### src/rtl/shmw_pkg.sv
package shmw_pkg;

  typedef enum logic [1:0] {
    ST_IDLE = 2'd0,
    ST_ARB  = 2'd1,
    ST_REC  = 2'd2,
    ST_DATA = 2'd3
  } shmw_state_e;

endpackage

### src/rtl/shmw_ctrl.sv
module shmw_ctrl
  import shmw_pkg::*;
#(
  parameter int MAX_BEATS = 4
) (
  input  logic clk,
  input  logic rst_n,
  input  logic cpu_as_n,
  input  logic cpu_cs_n,
  input  logic cpu_wr,
  input  logic cpu_last_n,
  output logic start,
  output logic beat
);

  localparam int BW = (MAX_BEATS > 1) ? $clog2(MAX_BEATS) : 1;
  localparam logic [BW-1:0] LAST_BEAT = BW'(MAX_BEATS - 1);

  shmw_state_e state_q, state_d;
  logic [BW-1:0] cnt_q, cnt_d;

  assign start = (state_q == ST_IDLE) && !cpu_as_n && !cpu_cs_n && cpu_wr;
  assign beat  = (state_q == ST_DATA);

  always_comb begin
    state_d = state_q;
    cnt_d   = cnt_q;
    case (state_q)
      ST_IDLE: if (start) state_d = ST_ARB;
      ST_ARB:  state_d = ST_REC;
      ST_REC: begin
        state_d = ST_DATA;
        cnt_d   = '0;
      end
      ST_DATA: begin
        cnt_d = cnt_q + 1'b1;
        if (!cpu_last_n || cnt_q == LAST_BEAT) state_d = ST_IDLE;
      end
      default: state_d = ST_IDLE;
    endcase
  end

  always_ff @(posedge clk or negedge rst_n) begin
    if (!rst_n) begin
      state_q <= ST_IDLE;
      cnt_q   <= '0;
    end else begin
      state_q <= state_d;
      cnt_q   <= cnt_d;
    end
  end

endmodule

### src/rtl/shmw_capture.sv
module shmw_capture #(
  parameter int AW = 17,
  parameter int NB = 4
) (
  input  logic          clk,
  input  logic          rst_n,
  input  logic          start,
  input  logic          beat,
  input  logic [AW-1:0] cpu_addr,
  input  logic [NB-1:0] cpu_be,
  input  logic          ram_mode,
  output logic [AW-1:0] cur_addr,
  output logic [NB-1:0] be_q,
  output logic          mode_q
);

  logic [AW-1:0] addr_d;
  logic          addr_en;

  assign addr_en = start || beat;
  assign addr_d  = start ? cpu_addr : cur_addr + 1'b1;

  always_ff @(posedge clk or negedge rst_n) begin
    if (!rst_n) begin
      cur_addr <= '0;
    end else if (addr_en) begin
      cur_addr <= addr_d;
    end
  end

  always_ff @(posedge clk or negedge rst_n) begin
    if (!rst_n) begin
      be_q   <= '0;
      mode_q <= 1'b0;
    end else if (start) begin
      be_q   <= cpu_be;
      mode_q <= ram_mode;
    end
  end

endmodule

### src/rtl/shmw_mem_out.sv
module shmw_mem_out #(
  parameter int AW = 17,
  parameter int DW = 32,
  parameter int NB = DW / 8
) (
  input  logic          clk,
  input  logic          rst_n,
  input  logic          beat,
  input  logic [AW-1:0] cur_addr,
  input  logic [DW-1:0] cpu_wdata,
  input  logic [NB-1:0] be_q,
  input  logic          mode_q,
  output logic [AW-1:0] mem_addr,
  output logic [DW-1:0] mem_wdata,
  output logic          mem_cs_n,
  output logic [NB-1:0] mem_we_n,
  output logic          mem_we_all_n
);

  always_ff @(posedge clk or negedge rst_n) begin
    if (!rst_n) begin
      mem_addr  <= '0;
      mem_wdata <= '0;
    end else if (beat) begin
      mem_addr  <= cur_addr;
      mem_wdata <= cpu_wdata;
    end
  end

  always_ff @(posedge clk or negedge rst_n) begin
    if (!rst_n) begin
      mem_cs_n     <= 1'b1;
      mem_we_all_n <= 1'b1;
    end else begin
      mem_cs_n     <= !beat;
      mem_we_all_n <= !(beat && mode_q);
    end
  end

  for (genvar b = 0; b < NB; b++) begin : g_lane
    logic strobe_d;
    assign strobe_d = !(beat && !mode_q && be_q[b]);
    always_ff @(posedge clk or negedge rst_n) begin
      if (!rst_n) mem_we_n[b] <= 1'b1;
      else        mem_we_n[b] <= strobe_d;
    end
  end

endmodule

### src/rtl/shmw_top.sv
module shmw_top #(
  parameter int AW        = 17,
  parameter int DW        = 32,
  parameter int NB        = DW / 8,
  parameter int MAX_BEATS = 4
) (
  input  logic          clk,
  input  logic          rst_n,
  input  logic          cpu_as_n,
  input  logic          cpu_cs_n,
  input  logic          cpu_wr,
  input  logic [NB-1:0] cpu_be,
  input  logic          cpu_last_n,
  input  logic [AW-1:0] cpu_addr,
  input  logic [DW-1:0] cpu_wdata,
  input  logic          ram_mode,
  output logic          cpu_rdy_n,
  output logic [AW-1:0] mem_addr,
  output logic [DW-1:0] mem_wdata,
  output logic          mem_cs_n,
  output logic [NB-1:0] mem_we_n,
  output logic          mem_we_all_n,
  output logic          mem_oe_n
);

  logic [1:0]    rst_sync_q;
  logic          rst_int_n;
  logic          start, beat;
  logic [AW-1:0] cur_addr;
  logic [NB-1:0] be_q;
  logic          mode_q;

  // reset asserts at once, releases two clocks after rst_n rises
  always_ff @(posedge clk or negedge rst_n) begin
    if (!rst_n) rst_sync_q <= 2'b00;
    else        rst_sync_q <= {rst_sync_q[0], 1'b1};
  end
  assign rst_int_n = rst_sync_q[1];

  shmw_ctrl #(.MAX_BEATS(MAX_BEATS)) u_ctrl (
    .clk        (clk),
    .rst_n      (rst_int_n),
    .cpu_as_n   (cpu_as_n),
    .cpu_cs_n   (cpu_cs_n),
    .cpu_wr     (cpu_wr),
    .cpu_last_n (cpu_last_n),
    .start      (start),
    .beat       (beat)
  );

  shmw_capture #(.AW(AW), .NB(NB)) u_cap (
    .clk      (clk),
    .rst_n    (rst_int_n),
    .start    (start),
    .beat     (beat),
    .cpu_addr (cpu_addr),
    .cpu_be   (cpu_be),
    .ram_mode (ram_mode),
    .cur_addr (cur_addr),
    .be_q     (be_q),
    .mode_q   (mode_q)
  );

  shmw_mem_out #(.AW(AW), .DW(DW), .NB(NB)) u_out (
    .clk          (clk),
    .rst_n        (rst_int_n),
    .beat         (beat),
    .cur_addr     (cur_addr),
    .cpu_wdata    (cpu_wdata),
    .be_q         (be_q),
    .mode_q       (mode_q),
    .mem_addr     (mem_addr),
    .mem_wdata    (mem_wdata),
    .mem_cs_n     (mem_cs_n),
    .mem_we_n     (mem_we_n),
    .mem_we_all_n (mem_we_all_n)
  );

  assign cpu_rdy_n = !beat;
  assign mem_oe_n  = 1'b1;

endmodule

### config.mk
export PLATFORM = sky130hd
export DESIGN_NAME = shmw_top
export DESIGN_NICKNAME = d
export VERILOG_FILES = /design/src/rtl/shmw_pkg.sv /design/src/rtl/shmw_ctrl.sv /design/src/rtl/shmw_capture.sv /design/src/rtl/shmw_mem_out.sv /design/src/rtl/shmw_top.sv
export SDC_FILE = /design/constraint.sdc
export NUM_CORES = 1
export LEC_CHECK = 0
export ABC_CLOCK_PERIOD_IN_PS = 3800
export BUFFER_PORTS_ARGS = -buffer_cell sky130_fd_sc_hd__buf_2
export CELL_PAD_IN_SITES_DETAIL_PLACEMENT = 1
export CELL_PAD_IN_SITES_GLOBAL_PLACEMENT = 2
export CORE_MARGIN = 2
export CORE_UTILIZATION = 35
export DETAILED_ROUTE_END_ITERATION = 10
export PLACE_DENSITY_LB_ADDON = 0.1
export SYNTH_ARGS = -nofsm -noshare
export SYNTH_HDL_FRONTEND = slang
export SYNTH_SLANG_ARGS = --single-unit
export TNS_END_PERCENT = 20
### constraint.sdc
create_clock -name clk -period 3.8 [get_ports clk]
set_clock_uncertainty 0.1 [all_clocks]
set_input_delay 0.38 -clock clk [delete_from_list [all_inputs] [get_ports clk]]
set_output_delay 0.38 -clock clk [all_outputs]
set_load 0.02 [all_outputs]
==> impl_metrics.csv <==
group,metric,value,unit
outcome,outcome,"finished, final reports clean",
cts,postCtsResizedCells,0,
flow_run,maxCapViolCount,0,
grt,grt.overflow.total,0,
sta,rsz0062_at_grt,"false",
sta,worst_pin_slew,1.02,ns
grt,grt_first_pass_wirelength,13000,um
routing,ant_nets,0,
cts,clk_pin_slew,0.08,ns
worst_setup_path,r2r_setup_slack,1.50,ns
worst_setup_path,crit_start,"u_ctrl.state_q[1]",
cells_and_area,antenna_cells,0,
floorplanning,start_util,36.0,%
cts,cts-root-buf,"clkbuf_8",
worst_setup_path,crit_path_end_kind,"primary output",
routing,first_pass_iters,3,
min_path,hold_start,"cpu_addr[11]",
cells_and_area,syn_to_final_growth,25.3,%
power,cellPowerDensity,858,nW/um2
floorplanning,die_x,104,um
worst_setup_path,r2r-end,"u_cap.cur_addr[13]",
synthesis,synth_area_leaders,"dfrtp_1, mux2_2, dfstp_2",
sta,final_max_slew_viol_count,0,
synthesis,yosys_most_used_dff,"dfrtp_1",
synthesis,syn_area,3520,um2
cells_and_area,drive_gt1_share,51.1,%
min_path,hold_end,"u_cap.cur_addr[11]",
sta,min_period,2.48,ns
cells_and_area,final_nets,456,
sta,slew_headroom,32.1,%
cts,clk_latency,0.35,ns
synthesis,syn_inst,275,
grt,grt_pass1_vias,2611,
synthesis,async_flop_share,100,%
worst_setup_path,r2r_cells,5,
sta,hold_viol,0,
synthesis,yosysWarnings,0,
synthesis,yosysMostFrequentCell,"dfrtp_1",
floorplanning,die_h,104,um
power,power.leakage,1.99,nW
power,ir_drop,0.000306,V
cts,cts_tree,"built",
synthesis,seq_area_frac_synth,59.2,%
worst_setup_path,cp.required,3.32,ns
worst_setup_path,cpPeakStageDelay,0.69,ns
synthesis,synthTopCellsByCount,"dfrtp_1, mux2_2, nand2_1",
routing,wl_per_cell,14.7,um
floorplanning,core_area,9770,um2
cts,clockBufferDepth,2,
synthesis,postSynthAreaPerCell,12.8,um2
sta,max_freq,403,MHz
routing,drt_wl_total,7760,um
routing,via_per_inst,4.68,
cts,numClockSinks,83,
grt,grtUsageTotal,15.2,%
synthesis,synth_cell_types,29,
worst_setup_path,cp_slowest_cell,"ha_2",
routing,drtIter0Drc,88,
placement,dpl_cell_area,4230,um2
cells_and_area,stdcell_area,4420,um2
placement,routabilityCongestion,0.700,
floorplanning,rows,36,
worst_setup_path,crit_fanout,31,
grt,antenna_found_initial,0,
floorplanning,boundaryPins,117,
min_path,hold_path_depth,3,
sta,tns,0,ns
synthesis,synth_top_area_share,54.7,%
synthesis,synth.largest_area_cell,"dfrtp_1",
placement,place_hpwl,5520,um
synthesis,synth_edf_count,0,
routing,vias,2473,
routing,drc_errors,0,
placement,portBuffers,115,
floorplanning,dieArea,10900,um2
worst_setup_path,cp-start-kind,"flop",
worst_setup_path,cp.arrival,2.00,ns
cts,post_cts_buffers,0,
sta,fin_crit_sh,65.4,%
sta,setup_viol,0,
worst_setup_path,worst_r2r_startpoint,"u_ctrl.state_q[1]",
synthesis,ys_seq_elements,83,
worst_setup_path,crit_chain,"ha_2 > inv_1 > buf_2",
min_path,hold_path_class,"in -> reg",
cts,numCtsBuffers,9,
worst_setup_path,crit_type,"reg -> out",
cts,htree_levels,3,
grt,grt_max_degree,82,
repair_timing:
| action | 4_1_cts | 5_1_grt |
|---|---|---|
| hold endpoints to repair | 2 | 0 |
| endpoints found under the setup margin | 0 | 0 |
| hold buffers | 1 | 0 |
placed cells by master (no fill, tap or decap), drive strengths merged:
cell | Yosys | final
o21ai | 14 | 14
xor2 | 3 | 3
dfstp | 6 | 6
ha | 6 | 6
nand4 | 8 | 8
clkbuf | 3 | 10
nor2b | 4 | 4
clkinvlp | 0 | 3
mux2i | 6 | 6
nor3 | 2 | 2
buf | 12 | 117
mux2 | 54 | 54
a21oi | 1 | 1
nor2 | 11 | 11
nor4bb | 1 | 1
inv | 8 | 10
nor4 | 8 | 8
nor3b | 1 | 1
dfrtp | 77 | 77
dlygate4sd3 | 0 | 1
a22o | 1 | 1
nand3 | 6 | 6
conb | 1 | 2
nand3b | 1 | 1
clkinv | 0 | 1
nand2 | 33 | 33
xnor2 | 8 | 8
worst max-delay path: cells and delay by family, from the launching register on:
kind	cells	cell delay [ns]
flops	1	0.39
fa+ha+maj	1	0.69
buf+inv	2	0.55
area by class of cell:
type                            instances  area [um2]
Multi-Input combinational cell        170        1350
Clock buffer                           10         128
Sequential cell                        83        2090
Inverter                                8        30.0
Fill cell                            1102        5360
Tap cell                              133         166
Timing Repair Buffer                  118         601
Clock inverter                          6        48.8
cell families (layout without fill, tap and decap cells):
logic type                 count (synthesis)  in the layout  synth area share (%)
muxes                                     60             60                  19.0
and+or+nand+nor                           75             75                  11.4
DFF                                       83             83                  59.2
other                                      1              2                 0.106
xor gates and xnor gates                  11             11                  2.73
buffers and inverters                     23            142                  3.02
adders and majority gates                  6              6                  2.13
AOI/OAI and AO/OA                         16             16                  2.49
where the power goes:
| part | internal (W) | switching, W |
|---|---|---|
| Sequential | 0.00131 | 0.000310 |
| Combinational | 0.000725 | 0.000867 |
| Clock | 0.000243 | 0.000333 |
| Total | 0.00228 | 0.00151 |
registers in the layout, summed over array words and instances (netlist names):
signal	flops
rst_sync_q	2
u_cap.be_q	4
u_cap.cur_addr	17
u_cap.mode_q	1
u_ctrl.cnt_q	2
u_ctrl.state_q	2
u_out.mem_addr	17
u_out.mem_cs_n	1
u_out.mem_wdata	32
u_out.mem_we_all_n	1
u_out.mem_we_n	4
worst max-delay path by stage:
stage	cells past startpoint	endpoint	slack, ns
floorplan	0	u_cap.be_q[0]	1.23
global placement	5	u_cap.cur_addr[16]	1.56
detailed placement	5	u_cap.cur_addr[16]	1.51
CTS	3	cpu_rdy_n	1.29
global route	3	cpu_rdy_n	1.15
finish	3	cpu_rdy_n	1.32
metal layers:
| layer | track usage, % | vias up | share of wire, % |
|---|---|---|---|
| met5 | 0 | - | 0 |
| met4 | 6.66 | 0 | 1.9 |
| met3 | 3.76 | 12 | 5.2 |
| met2 | 24.7 | 65 | 49 |
| met1 | 19.0 | 1229 | 44 |
| li1 | - | 1167 | - |
through the flow:
stage	utilization [%]	total power, W	cells	setup slack, ns	hold WS (ns)
after CTS	45.2	0.00386	528	1.29	0.102
after global routing	45.2	0.00407	528	1.15	0.111
final	45.2	0.00379	528	1.32	0.119
after floorplan	-	0.00274	276	1.23	-0.0156
after detailed placement	43.3	0.00327	511	1.51	0.0674
after global placement	43.3	0.00321	511	1.56	0.0648
No activity file was read; power rests on OpenSTA's default activity.
